$ cat src/rtl/i2cfg_pkg.sv
package i2cfg_pkg;

  // strobes from control to datapath, one cycle wide each
  typedef struct packed {
    logic shiftIn;   // shift sampled SDA into the byte register
    logic shiftOut;  // move next transmit bit to the MSB
    logic loadTx;    // load next byte of the read stream
    logic store;     // commit received byte to the current register
    logic clrIdx;    // restart both register indexes at zero
  } strobe_t;

  typedef enum logic [2:0] {
    ST_IDLE,   // ignore bus until START
    ST_RX,     // receiving eight bits
    ST_ACK,    // slave holds SDA low for the ninth clock
    ST_TX,     // shifting a byte out
    ST_MACK    // host answers ACK or NACK
  } state_t;

  typedef enum logic [1:0] {
    RL_ADDR,
    RL_CMD,
    RL_CNT,
    RL_DATA
  } role_t;

endpackage

$ cat src/rtl/i2cfg_ctrl.sv
module i2cfg_ctrl
  import i2cfg_pkg::*;
#(
  parameter logic [6:0] DEV_ADDR = 7'h69
) (
  input  logic       clk,
  input  logic       rst_n,
  input  logic       scl_i,
  input  logic       sda_i,
  input  logic [7:0] rxByte,
  input  logic       txBit,
  output strobe_t    strb,
  output logic       sdaBit,
  output logic       sda_oe
);

  logic [1:0] sclSync, sdaSync;
  logic       sclPrev, sdaPrev;

  always_ff @(posedge clk or negedge rst_n) begin
    if (!rst_n) begin
      sclSync <= 2'b11;
      sdaSync <= 2'b11;
      sclPrev <= 1'b1;
      sdaPrev <= 1'b1;
    end else begin
      sclSync <= {sclSync[0], scl_i};
      sdaSync <= {sdaSync[0], sda_i};
      sclPrev <= sclSync[1];
      sdaPrev <= sdaSync[1];
    end
  end

  logic sclS, sdaS, sclRise, sclFall, startDet, stopDet;
  assign sclS     = sclSync[1];
  assign sdaS     = sdaSync[1];
  assign sclRise  = sclS & ~sclPrev;
  assign sclFall  = ~sclS & sclPrev;
  assign startDet = sclS & sclPrev & sdaPrev & ~sdaS;
  assign stopDet  = sclS & sclPrev & ~sdaPrev & sdaS;
  assign sdaBit   = sdaS;

  state_t     st, stN;
  role_t      role, roleN;
  logic [3:0] bitCnt, cntN;
  logic       rdMode, rdN, mAck, mAckN;

  always_comb begin
    strb  = '0;
    stN   = st;
    roleN = role;
    cntN  = bitCnt;
    rdN   = rdMode;
    mAckN = mAck;
    if (startDet) begin
      stN         = ST_RX;
      roleN       = RL_ADDR;
      cntN        = 4'd0;
      strb.clrIdx = 1'b1;
    end else if (stopDet) begin
      stN = ST_IDLE;
    end else begin
      unique case (st)
        ST_RX: begin
          if (sclRise && bitCnt < 4'd8) begin
            strb.shiftIn = 1'b1;
            cntN         = bitCnt + 4'd1;
          end else if (sclFall && bitCnt == 4'd8) begin
            if (role == RL_ADDR) begin
              if (rxByte[7:1] == DEV_ADDR) begin
                stN = ST_ACK;
                rdN = rxByte[0];
              end else begin
                stN = ST_IDLE;
              end
            end else begin
              stN        = ST_ACK;
              strb.store = (role == RL_DATA);
            end
          end
        end
        ST_ACK: begin
          if (sclFall) begin
            cntN = 4'd0;
            if (role == RL_ADDR && rdMode) begin
              strb.loadTx = 1'b1;
              stN         = ST_TX;
            end else begin
              stN   = ST_RX;
              roleN = (role == RL_DATA) ? RL_DATA : role_t'(role + 2'd1);
            end
          end
        end
        ST_TX: begin
          if (sclFall) begin
            if (bitCnt == 4'd7) begin
              stN = ST_MACK;
            end else begin
              strb.shiftOut = 1'b1;
              cntN          = bitCnt + 4'd1;
            end
          end
        end
        ST_MACK: begin
          if (sclRise) begin
            mAckN = ~sdaS;
          end else if (sclFall) begin
            if (mAck) begin
              strb.loadTx = 1'b1;
              stN         = ST_TX;
              cntN        = 4'd0;
            end else begin
              stN = ST_IDLE;
            end
          end
        end
        default: ;
      endcase
    end
  end

  always_ff @(posedge clk or negedge rst_n) begin
    if (!rst_n) begin
      st     <= ST_IDLE;
      role   <= RL_ADDR;
      bitCnt <= 4'd0;
      rdMode <= 1'b0;
      mAck   <= 1'b0;
    end else begin
      st     <= stN;
      role   <= roleN;
      bitCnt <= cntN;
      rdMode <= rdN;
      mAck   <= mAckN;
    end
  end

  assign sda_oe = (st == ST_ACK) | ((st == ST_TX) & ~txBit);

endmodule

$ cat src/rtl/i2cfg_regs.sv
module i2cfg_regs
  import i2cfg_pkg::*;
#(
  parameter int                    NUM_REGS   = 7,
  parameter int                    WR_REGS    = 6,
  parameter logic [NUM_REGS*8-1:0] DEFAULTS   = '0,
  parameter logic [7:0]            COUNT_BYTE = 8'd7
) (
  input  logic                  clk,
  input  logic                  rst_n,
  input  strobe_t               strb,
  input  logic                  sdaBit,
  output logic [7:0]            rxByte,
  output logic                  txBit,
  output logic [NUM_REGS*8-1:0] cfg_o
);

  localparam int IDX_W = $clog2(NUM_REGS + 2);
  localparam logic [IDX_W-1:0] WR_LIM  = IDX_W'(WR_REGS);
  localparam logic [IDX_W-1:0] NUM_LIM = IDX_W'(NUM_REGS);
  localparam logic [IDX_W-1:0] RD_END  = IDX_W'(NUM_REGS + 1);

  logic [7:0]           shiftReg, txByte;
  logic [IDX_W-1:0]     wrIdx, rdIdx;
  logic [WR_REGS*8-1:0] wrBank;

  always_ff @(posedge clk or negedge rst_n) begin
    if (!rst_n) begin
      wrBank <= DEFAULTS[WR_REGS*8-1:0];
      wrIdx  <= '0;
    end else if (strb.clrIdx) begin
      wrIdx <= '0;
    end else if (strb.store && wrIdx != WR_LIM) begin
      wrBank[wrIdx*8 +: 8] <= shiftReg;
      wrIdx                <= wrIdx + 1'b1;
    end
  end

  generate
    if (NUM_REGS > WR_REGS) begin : g_ro
      assign cfg_o = {DEFAULTS[NUM_REGS*8-1:WR_REGS*8], wrBank};
    end else begin : g_all_rw
      assign cfg_o = wrBank;
    end
  endgenerate

  always_comb begin
    if (rdIdx == '0)           txByte = COUNT_BYTE;
    else if (rdIdx <= NUM_LIM) txByte = cfg_o[(rdIdx - 1'b1)*8 +: 8];
    else                       txByte = 8'hFF;
  end

  always_ff @(posedge clk or negedge rst_n) begin
    if (!rst_n) begin
      shiftReg <= 8'h00;
      rdIdx    <= '0;
    end else begin
      if (strb.clrIdx) rdIdx <= '0;
      if (strb.shiftIn) begin
        shiftReg <= {shiftReg[6:0], sdaBit};
      end else if (strb.shiftOut) begin
        shiftReg <= {shiftReg[6:0], 1'b0};
      end else if (strb.loadTx) begin
        shiftReg <= txByte;
        if (rdIdx != RD_END) rdIdx <= rdIdx + 1'b1;
      end
    end
  end

  assign rxByte = shiftReg;
  assign txBit  = shiftReg[7];

endmodule

$ cat src/rtl/i2cfg_slave.sv
module i2cfg_slave
  import i2cfg_pkg::*;
#(
  parameter int                    NUM_REGS   = 7,
  parameter int                    WR_REGS    = 6,
  parameter logic [NUM_REGS*8-1:0] DEFAULTS   = '0,
  parameter logic [7:0]            COUNT_BYTE = 8'd7,
  parameter logic [6:0]            DEV_ADDR   = 7'h69
) (
  input  logic                  clk,
  input  logic                  rst_n,
  input  logic                  scl_i,
  input  logic                  sda_i,
  output logic                  sda_oe,
  output logic [NUM_REGS*8-1:0] cfg_o
);

  strobe_t    strb;
  logic       sdaBit, txBit;
  logic [7:0] rxByte;

  i2cfg_ctrl #(.DEV_ADDR(DEV_ADDR)) u_ctrl (
    .clk(clk), .rst_n(rst_n), .scl_i(scl_i), .sda_i(sda_i),
    .rxByte(rxByte), .txBit(txBit), .strb(strb),
    .sdaBit(sdaBit), .sda_oe(sda_oe)
  );

  i2cfg_regs #(
    .NUM_REGS(NUM_REGS), .WR_REGS(WR_REGS),
    .DEFAULTS(DEFAULTS), .COUNT_BYTE(COUNT_BYTE)
  ) u_regs (
    .clk(clk), .rst_n(rst_n), .strb(strb), .sdaBit(sdaBit),
    .rxByte(rxByte), .txBit(txBit), .cfg_o(cfg_o)
  );

endmodule

$ cat config.mk
export PLATFORM = sky130hd
export DESIGN_NAME = i2cfg_slave
export DESIGN_NICKNAME = d
export VERILOG_FILES = /design/src/rtl/i2cfg_pkg.sv /design/src/rtl/i2cfg_ctrl.sv /design/src/rtl/i2cfg_regs.sv /design/src/rtl/i2cfg_slave.sv
export SDC_FILE = /design/constraint.sdc
export NUM_CORES = 1
export LEC_CHECK = 0
export CORE_UTILIZATION = 35
export CTS_CLUSTER_DIAMETER = 80
export DETAILED_ROUTE_END_ITERATION = 10
export GPL_ROUTABILITY_DRIVEN = 1
export GPL_TIMING_DRIVEN = 0
export SLEW_MARGIN = 0
export SYNTH_ARGS = -nofsm -noshare
export SYNTH_HDL_FRONTEND = slang
export SYNTH_SLANG_ARGS = --single-unit
$ cat constraint.sdc
create_clock -name clk -period 3.68 [get_ports clk]
set_input_delay 1.104 -clock clk [delete_from_list [all_inputs] [get_ports clk]]
set_output_delay 1.104 -clock clk [all_outputs]
set_load 0.05 [all_outputs]
==> impl_metrics.tcl <==
set metrics [dict create \
    wl_per_cell_microns 17.9 \
    syn_inst 366 \
    setup_violations 0 \
    synth.distinct_cells 53 \
    ys_seq_area_frac 0.478 \
    critPathKind "reg -> out" \
    stdcell_area_sq_um 5280 \
    dieHeight_microns 112 \
    post-cts-setup-buffer-count 0 \
    portBuffers 52 \
    grt_pass1_vias 3138 \
    r2r_end "u_regs.rxByte[2]" \
    cp.buffers_inverters 3 \
    h-tree-depth 3 \
    cts_resized 0 \
    path_clk_slew_ns 0.06 \
    syn_area_sq_um 4260 \
    synth_edf_count 0 \
    status "complete, but fails checks" \
    dpl-instance-area_sq_um 5010 \
    start_util 0.366 \
    num_vias 3129 \
    worst_setup_path_end_kind "output pin" \
    p_leak_nw 2.27 \
    critical-path-top-delay-family "buffers and inverters" \
    num-nets-final 450 \
    diodes 0 \
    ant_nets 0 \
    numCtsBuffers 9 \
    drt-initial-drc-count 272 \
    cts_tree "done" \
    cts_max_path_buffers 2 \
    layout-drive-gt1-share 0.224 \
    critPathMaxFanout 10 \
    slew_violations 0 \
    reg2regPathDepth 8 \
    mostFrequentLayoutCell "dfrtp_1" \
    root_buffer "clkbuf_16" \
    failed_checks "design-rule violations" \
    final_cell_mix "dfrtp_1, clkdlybuf4s50_1, mux2_2" \
    synth_area_per_cell_sq_um 11.6 \
    ir_worst_vdd_v 0.000237 \
    timing.fmax_mhz 304 \
    path_cells "buf_2 > nand2b_1 > clkbuf_1 > a21oi_1 > clkdlybuf4s50_1" \
    routabilityCongestion 0.825 \
    grt_max_degree 68 \
    hpwl_mm 7.12 \
    maxCapViolCount 0 \
    critical_path_arrival_ns 2.19 \
    slowest_delay_ns 0.82 \
    hold_depth 0 \
    num_rows 39 \
    ys.warnings.count 0 \
    skew_ns 0.00654 \
    drt_pass1_iterations 7 \
    hold_path_end "u_ctrl.sclSync[1]" \
    ioPinCount 61 \
    die_area_sq_um 12600 \
    worst_skew_pair.late_latency_ns 0.34 \
    period_share 0.895 \
    core_sq_um 11600 \
    cts_hold_buf 0 \
    hold_viol_final 0 \
    drc 4 \
    power.density_nw_per_um2 347 \
    r2r-start "u_regs.rdIdx[0]" \
    worstMarginPinSlew_ns 1.05 \
    holdCritPathClass "reg -> reg" \
    area_growth_pct 24.0 \
    cp_slowest_cell "clkdlybuf4s50_1" \
    cp.depth 5 \
    grt_pass1_wl_mm 16.9 \
    worst_setup_path_start_kind "flop" \
    rsz0062_at_grt "no" \
    globalRoute.totalOverflow 0 \
    rrSetupSlack_ns 0.55 \
    cp.required_ns 2.58 \
    holdCritStartpoint "u_ctrl.sclSync[0]" \
    finalCoreUtilization 0.454 \
    ys_ff_latch 81 \
    period_minus_slack_ns 3.29 \
    cts_sinks 81 \
    drt-total-wl_mm 10.4 \
    viasPerCell 5.36 \
    track_usage 0.177 \
    fp.dieW_microns 112 \
    max_slew_margin 0.299 \
    async_flop_share 1.00 \
    antenna_found_initial 0 \
    synth_ff_type "dfrtp_1" \
]
## synthesized netlist by cell type, types with 9 or more instances
cell       n  share of area
nor2_1    24          0.021
buf_4     10          0.018
nand2_1   22          0.019
o21ai_0   10          0.012
mux2_2    49           0.13
a21oi_1   10          0.012
ha_1       9          0.026
dfrtp_1   75           0.44
inv_1     10         0.0088
nor2b_1   13          0.019
mux2i_1   13          0.031
clkbuf_1   9         0.0079
## flip-flops by register name, indices dropped and copies added (netlist names)
register	cells
u_regs.wrIdx	4
u_ctrl.sdaSync	2
u_ctrl.rdMode	1
u_regs.rxByte	8
u_regs.rdIdx	4
u_ctrl.sdaPrev	1
u_ctrl.mAck	1
u_ctrl.role	2
u_ctrl.st	3
u_regs.wrBank	48
u_ctrl.bitCnt	4
u_ctrl.sclPrev	1
u_ctrl.sclSync	2
## worst register-to-register path, stage by stage, from the launching register on
cell and delay, ns:
dfrtp_1 0.39, buf_2 0.37, inv_1 0.16, ha_1 0.35, clkbuf_1 0.52, o21ai_1 0.48
o21ai_0 0.42, a21oi_1 0.12, o31ai_1 0.23
## per-layer routing
metal / vias up / global-route usage / wire length [microns]
met5: - / 0 / 0
met1: 1568 / 0.246 / 5020
met4: 0 / 0.0693 / 150
met2: 82 / 0.267 / 4710
li1: 1468 / - / -
met3: 11 / 0.0437 / 546
## area by class of cell
class,instances,area [sq um]
plain buffers,21,119
clock inverters,4,28.8
repair buffers,53,546
flip-flops and latches,81,2030
inverters,10,37.5
clock buffers,11,243
fillers,1123,6340
well taps,143,179
multi-input cells,261,2090
## how the worst max path moves through the flow
stage,startpoint,endpoint
floorplan,u_ctrl.st[2],sda_oe
finish,u_ctrl.st[2],sda_oe
detailed placement,u_regs.rdIdx[0],u_regs.rxByte[2]
CTS,u_ctrl.st[2],sda_oe
global placement,rst_n,u_regs.wrBank[37]
global route,u_ctrl.st[2],sda_oe
## cells by family after synthesis
family | count (synthesis) | synth area share
compound gates | 55 | 0.0864
xor+xnor | 6 | 0.0123
fa+ha+maj | 9 | 0.0265
buf+inv | 31 | 0.0368
flops | 81 | 0.478
mux | 72 | 0.205
other cells | 1 | 0.000881
simple gates | 111 | 0.154
## report_power, final
group          leakage, nW  switching, mW  internal, mW
combinational         1.03         0.0566        0.0304
sequential            1.11         0.0181         0.906
clock                0.128          0.349         0.472
## metrics by stage
stage	TNS, ns	setup WS, ns	total power [mW]	hold slack [ns]	std cells
2_1_floorplan	0	1.02	0.990	0.345	373
3_3_place_gp	-109.72	-1.43	1.02	0.347	568
3_5_place_dp	0	0.627	1.03	0.347	569
4_1_cts	0	0.380	1.85	0.355	584
5_1_grt	0	0.299	1.91	0.357	584
6_report	0	0.387	1.83	0.354	584
No activity file was read; power rests on OpenSTA's default activity.
